File: config.mk
export PLATFORM = sky130hd
export DESIGN_NAME = mont_mul16
export DESIGN_NICKNAME = d
export VERILOG_FILES = /design/src/rtl/mont_pkg.sv /design/src/rtl/mont_mul_pipe.sv /design/src/rtl/mont_seq_ring.sv /design/src/rtl/mont_reduce.sv /design/src/rtl/mont_mul16.sv
export SDC_FILE = /design/constraint.sdc
export NUM_CORES = 1
export LEC_CHECK = 0
export ABC_AREA = 1
export BUFFER_PORTS_ARGS = -buffer_cell sky130_fd_sc_hd__buf_2
export CAP_MARGIN = 20
export CORE_ASPECT_RATIO = 1.5
export CORE_MARGIN = 3
export CORE_UTILIZATION = 55
export DETAILED_ROUTE_END_ITERATION = 12
export HOLD_SLACK_MARGIN = 0.08
export PLACE_DENSITY = 0.74
export RECOVER_POWER = 25
export SYNTH_ARGS = -nofsm -noshare
export SYNTH_HDL_FRONTEND = slang
export SYNTH_HIERARCHICAL = 1
export SYNTH_SLANG_ARGS = --single-unit
File: constraint.sdc
create_clock -name clk_i -period 5.51 [get_ports clk_i]
set_input_delay 0.2755 -clock clk_i [delete_from_list [all_inputs] [get_ports clk_i]]
set_output_delay 0.2755 -clock clk_i [all_outputs]
set_load 0.01 [all_outputs]
File: src/rtl/mont_pkg.sv
package mont_pkg;
  // ring layout: idle, then per product (stages waits + capture), then finish
  function automatic int ring_len(input int stages);
    return 3 * (stages + 1) + 2;
  endfunction

  function automatic int cap_idx(input int k, input int stages);
    return k * (stages + 1) + stages + 1;
  endfunction

  function automatic int fin_idx(input int stages);
    return 3 * (stages + 1) + 1;
  endfunction
endpackage

File: src/rtl/mont_mul_pipe.sv
module mont_mul_pipe #(
  parameter int W      = 16,
  parameter int STAGES = 3
) (
  input  logic           clk_i,
  input  logic           rst_ni,
  input  logic [W-1:0]   x_i,
  input  logic [W-1:0]   y_i,
  output logic [2*W-1:0] p_o
);
  logic [2*W-1:0] pipe_q [STAGES];

  always_ff @(posedge clk_i or negedge rst_ni) begin
    if (!rst_ni) pipe_q[0] <= '0;
    else         pipe_q[0] <= x_i * y_i;
  end

  for (genvar i = 1; i < STAGES; i++) begin : g_stage
    always_ff @(posedge clk_i or negedge rst_ni) begin
      if (!rst_ni) pipe_q[i] <= '0;
      else         pipe_q[i] <= pipe_q[i-1];
    end
  end

  assign p_o = pipe_q[STAGES-1];
endmodule

File: src/rtl/mont_seq_ring.sv
module mont_seq_ring #(
  parameter int NST = 14
) (
  input  logic           clk_i,
  input  logic           rst_ni,
  input  logic           start_i,
  output logic [NST-1:0] state_o
);
  logic [NST-1:0] state_q, state_d;

  // bit 0 is idle: hold there until start, otherwise rotate by one
  always_comb begin
    if (state_q[0] && !start_i) state_d = state_q;
    else                        state_d = {state_q[NST-2:0], state_q[NST-1]};
  end

  always_ff @(posedge clk_i or negedge rst_ni) begin
    if (!rst_ni) state_q <= NST'(1);
    else         state_q <= state_d;
  end

  assign state_o = state_q;
endmodule

File: src/rtl/mont_reduce.sv
module mont_reduce #(
  parameter int W     = 16,
  parameter int MOD_N = 11
) (
  input  logic [2*W-1:0] t_i,
  input  logic [2*W-1:0] qn_i,
  output logic [W-1:0]   res_o
);
  logic [2*W:0] sum;
  logic [W:0]   shifted;
  logic [W:0]   minus_n;

  assign sum     = {1'b0, t_i} + {1'b0, qn_i};
  assign shifted = sum[2*W:W];
  assign minus_n = shifted - (W+1)'(MOD_N);
  assign res_o   = (shifted >= (W+1)'(MOD_N)) ? minus_n[W-1:0] : shifted[W-1:0];
endmodule

File: src/rtl/mont_mul16.sv
module mont_mul16 #(
  parameter int W          = 16,
  parameter int MOD_N      = 11,
  parameter int MOD_NINV   = 29789,
  parameter int MUL_STAGES = 3
) (
  input  logic         clk_i,
  input  logic         rst_ni,
  input  logic         start_i,
  input  logic [W-1:0] a_i,
  input  logic [W-1:0] b_i,
  output logic [W-1:0] result_o,
  output logic         done_o
);
  import mont_pkg::*;

  localparam int NST   = ring_len(MUL_STAGES);
  localparam int S_CT  = cap_idx(0, MUL_STAGES);
  localparam int S_CQ  = cap_idx(1, MUL_STAGES);
  localparam int S_CQN = cap_idx(2, MUL_STAGES);
  localparam int S_FIN = fin_idx(MUL_STAGES);

  logic [NST-1:0] state_q;
  logic [W-1:0]   op_x_q, op_y_q;
  logic [2*W-1:0] prod;
  logic [2*W-1:0] prod_t_q, prod_q_q, prod_qn_q;
  logic [W-1:0]   red;
  logic [W-1:0]   result_q;
  logic           done_q;

  mont_seq_ring #(.NST(NST)) u_ring (
    .clk_i  (clk_i),
    .rst_ni (rst_ni),
    .start_i(start_i),
    .state_o(state_q)
  );

  mont_mul_pipe #(.W(W), .STAGES(MUL_STAGES)) u_mul (
    .clk_i (clk_i),
    .rst_ni(rst_ni),
    .x_i   (op_x_q),
    .y_i   (op_y_q),
    .p_o   (prod)
  );

  mont_reduce #(.W(W), .MOD_N(MOD_N)) u_red (
    .t_i  (prod_t_q),
    .qn_i (prod_qn_q),
    .res_o(red)
  );

  // one bit per action, no priority between states
  always_ff @(posedge clk_i or negedge rst_ni) begin
    if (!rst_ni) begin
      op_x_q    <= '0;
      op_y_q    <= '0;
      prod_t_q  <= '0;
      prod_q_q  <= '0;
      prod_qn_q <= '0;
      result_q  <= '0;
      done_q    <= 1'b0;
    end else begin
      done_q <= 1'b0;
      unique case (1'b1)
        state_q[0]: begin
          if (start_i) begin
            op_x_q <= a_i;
            op_y_q <= b_i;
          end
        end
        state_q[S_CT]: begin
          prod_t_q <= prod;
          op_x_q   <= prod[W-1:0];
          op_y_q   <= W'(MOD_NINV);
        end
        state_q[S_CQ]: begin
          prod_q_q <= prod;
          op_x_q   <= prod[W-1:0];
          op_y_q   <= W'(MOD_N);
        end
        state_q[S_CQN]: prod_qn_q <= prod;
        state_q[S_FIN]: begin
          result_q <= red;
          done_q   <= 1'b1;
        end
        default: ;
      endcase
    end
  end

  assign result_o = result_q;
  assign done_o   = done_q;
endmodule

==> impl_metrics.yaml <==
outcome:
  outcome: "finished with violations"
  violations_in_the_final_reports: "max-capacitance violations, max-slew violations"
clock_tree:
  tritoncts_num_sinks: 223
  clk-insertion-delay-late_ps: 510
  cts.root.buffer_cell: "clkbuf_16"
  htree_levels: 1
  path_clk_slew_ps: 70
  cts_buffer_depth: 3
  cts_buffers: 22
  cts_tree: "yes"
global_route:
  grt_overflow_total: 0
  grt_pass1_wl_mm: 82.62
  number_of_global_route_vias_before_repair: 16850
  grt_use_total_pct: 26.10
  grt_start_max_net_pins: 115
  initial_antenna_violation_count: 0
yosys:
  synth_warnings: 6
  synthesis_stage_register_bit_count: 223
  synthDominantAreaCellType: "dfrtp_1"
  synth_cell_type_count: 37
  synth_seq_area_share_pct: 27.18
  synthesis.area_per_instance_um2: 7.550
  syn-instance-count: 2720
  syn_area_um2: 20540
  syn-num-nets: 3085
  async_flop_share_pct: 100.0
  synth_largest_type_area_fraction_pct: 27.05
  synth_top_flop_cell: "dfrtp_1"
  synth-edff-count: 0
  synth_area_leaders: "dfrtp_1 (27%), fa_1 (19%), nand2_1 (18%)"
timing:
  finalHoldViolations: 0
  max-slew-margin-rel_pct: -88.34
  max_freq_mhz: 188.1
  slew_viol_final: 114
  total_negative_setup_slack_ps: 0
  report.final.setup_viol: 0
  timing.clock.skew_ps: 18.59
  period_share_pct: 96.49
  layout_min_cycle_time_ps: 5317
  tightest_slew_ps: 2825
critical_path:
  critical_path.max_stage_delay_ps: 560
  startpoint_kind_of_the_worst_setup_timing_path: "flip-flop"
  critical_path.n_buffers_inverters: 7
  critical_path_peak_fanout: 7
  cp_slowest_cell: "fa_1"
  crit_path_leading_delay_family: "adder cells"
  critical_path_arrival_ps: 5720
  timing.reg2reg.worst_path_depth: 23
  critical_path_depth: 23
  worstPathCellList: "buf_4, nand2_1, fa_1, fa_1, fa_1, inv_1, fa_1, fa_1, inv_1, fa_1, inv_1, ha_4, buf_4, nand2_2, inv_1, nand2_1, nand3_1, inv_1, nand3_2, nand2_1, nand2_1, nand2_1, nand2_1"
  worst-endpoint-required_ps: 5910
  worst_setup_path_startpoint: "op_x_q[12]$_DFFE_PN0P_"
  setup.worst_path.end_class: "flip-flop"
  regToRegStartpoint: "op_x_q[12]$_DFFE_PN0P_"
  setup.worst_path.class: "flip-flop to flip-flop"
final_layout:
  commonest_cells_after_routing_fill_and_taps_aside: "nand2_1 (987), inv_1 (604), dfrtp_1 (199)"
  nets: 3134
  final_core_utilization_pct: 61.28
  mostFrequentLayoutCell: "nand2_1"
  antennaDiodeCount: 0
  area.sequential_um2: 5610
  area_delta_synth_final_pct: 9.815
  ratio_of_cells_with_drive_above_1_in_the_final_layout_pct: 11.75
  n_fill_cell: 3293
  multi_input_area_um2: 12190
drt:
  post-route-drc-count: 0
  drt_iter0_drc: 1246
  drt-pass1-iter-count: 6
  route.antenna.remaining_nets: 0
  vias_per_cell: 5.081
  via_count: 16600
  routed_wirelength_mm: 52.07
  wl_per_cell_um: 15.94
hold_path:
  min-delay-path-class: "primary input to flip-flop"
  worst_hold_path.num_cells: 5
  hold_path_startpoint: "a_i[13]"
floorplan:
  floorplan.initialDensity_pct: 55.80
  core_footprint_um2: 36800
  row_count: 86
  die_w_um: 163.8
  die_area_um2: 39740
  floorplan.io_pins: 52
  floorplan.die.height_um: 242.7
placed_design:
  io_buffers: 51
  routability_congestion_estimate: 0.9800
  detailedPlacementHpwl_mm: 41.70
run:
  max_cap_viol_count: 1
-- logic make-up (layout without fill, tap and decap cells) --
kind of cell    after synthesis  in the layout  share of synthesized area (%)
flops                       223            223                          27.18
mux                          48             48                          2.632
fa+ha+maj                   330            330                          27.20
xor+xnor                     25             25                          1.066
buf+inv                     736            799                          14.31
simple gates               1295           1295                          25.99
compound gates               63             63                          1.627
-- sequential cells by signal, indices dropped and copies added, names as in the netlist --
register	flops
prod_qn_q	32
u_mul/p_o	32
u_mul/pipe_q	64
op_x_q	16
u_ring/state_o	14
op_y_q	16
done_o	1
result_o	16
prod_t_q	32
-- cell type report --
cell class                      count  area share (%)
Sequential cell                   223           24.88
Multi-Input combinational cell   1761           54.04
Clock buffer                       27           2.663
Timing Repair Buffer              151           5.099
Inverter                          610           10.15
Tap cell                          484           2.685
Clock inverter                     11          0.4771
-- per-layer routing --
layer / GRT usage, % / vias to the layer above / wire length, um
li1: - / 7992 / -
met1: 28.51 / 7985 / 18700
met2: 49.32 / 447 / 28430
met3: 1.998 / 177 / 1683
met4: 13.79 / 0 / 3252
met5: 0 / - / 0
-- metrics by stage --
stage | std cells | setup WS, ps | hold WS [ps] | area, um^2
after global routing | 3267 | -29.61 | 117.1 | 22550
final | 3267 | 193.5 | 92.00 | 22550
after detailed placement | 3189 | 11.66 | 334.7 | 21280
after floorplan | 2720 | 191.8 | -20.09 | 20540
after CTS | 3254 | 6.422 | 84.16 | 22270
after global placement | 3189 | 10.45 | 331.6 | 21280
-- synthesized netlist by cell type, types with 22 or more instances --
library cell  number
mux2_2            43
inv_1            604
nand2_2           29
clkbuf_1          73
ha_1             136
fa_1             194
buf_4             34
o21ai_0           22
nor2_1            97
nand2_1          994
nand3_1          114
dfrtp_1          222
a21oi_1           32
-- final timing paths --
check	slack, ps	end
worst max-delay path	190	u_mul/pipe_q[87]$_DFF_PN0_
max in group asynchronous	2630	op_y_q[8]$_DFFE_PN0P_
worst max register to register	190	u_mul/pipe_q[87]$_DFF_PN0_
worst min-delay path	90	op_x_q[13]$_DFFE_PN0P_
min in group asynchronous	1180	prod_qn_q[28]$_DFFE_PN0P_
worst min register to register	340	u_mul/pipe_q[43]$_DFF_PN0_
-- what timing repair did --
item,in CTS,in global routing
setup endpoints to repair,3,18
pin swaps,0,4
hold buffers,27,0
hold endpoints to repair,139,0
resized for setup,3,63
buffers inserted,0,13
-- worst register-to-register path, delay by kind of cell (launching register included) --
family	cells	cell delay, ps
flops	1	500
simple gates	9	720
fa+ha+maj	7	3330
buf+inv	7	650
Power is not shown: default switching activity piles up to over one toggle a cycle in this logic, so the estimate is an artifact.
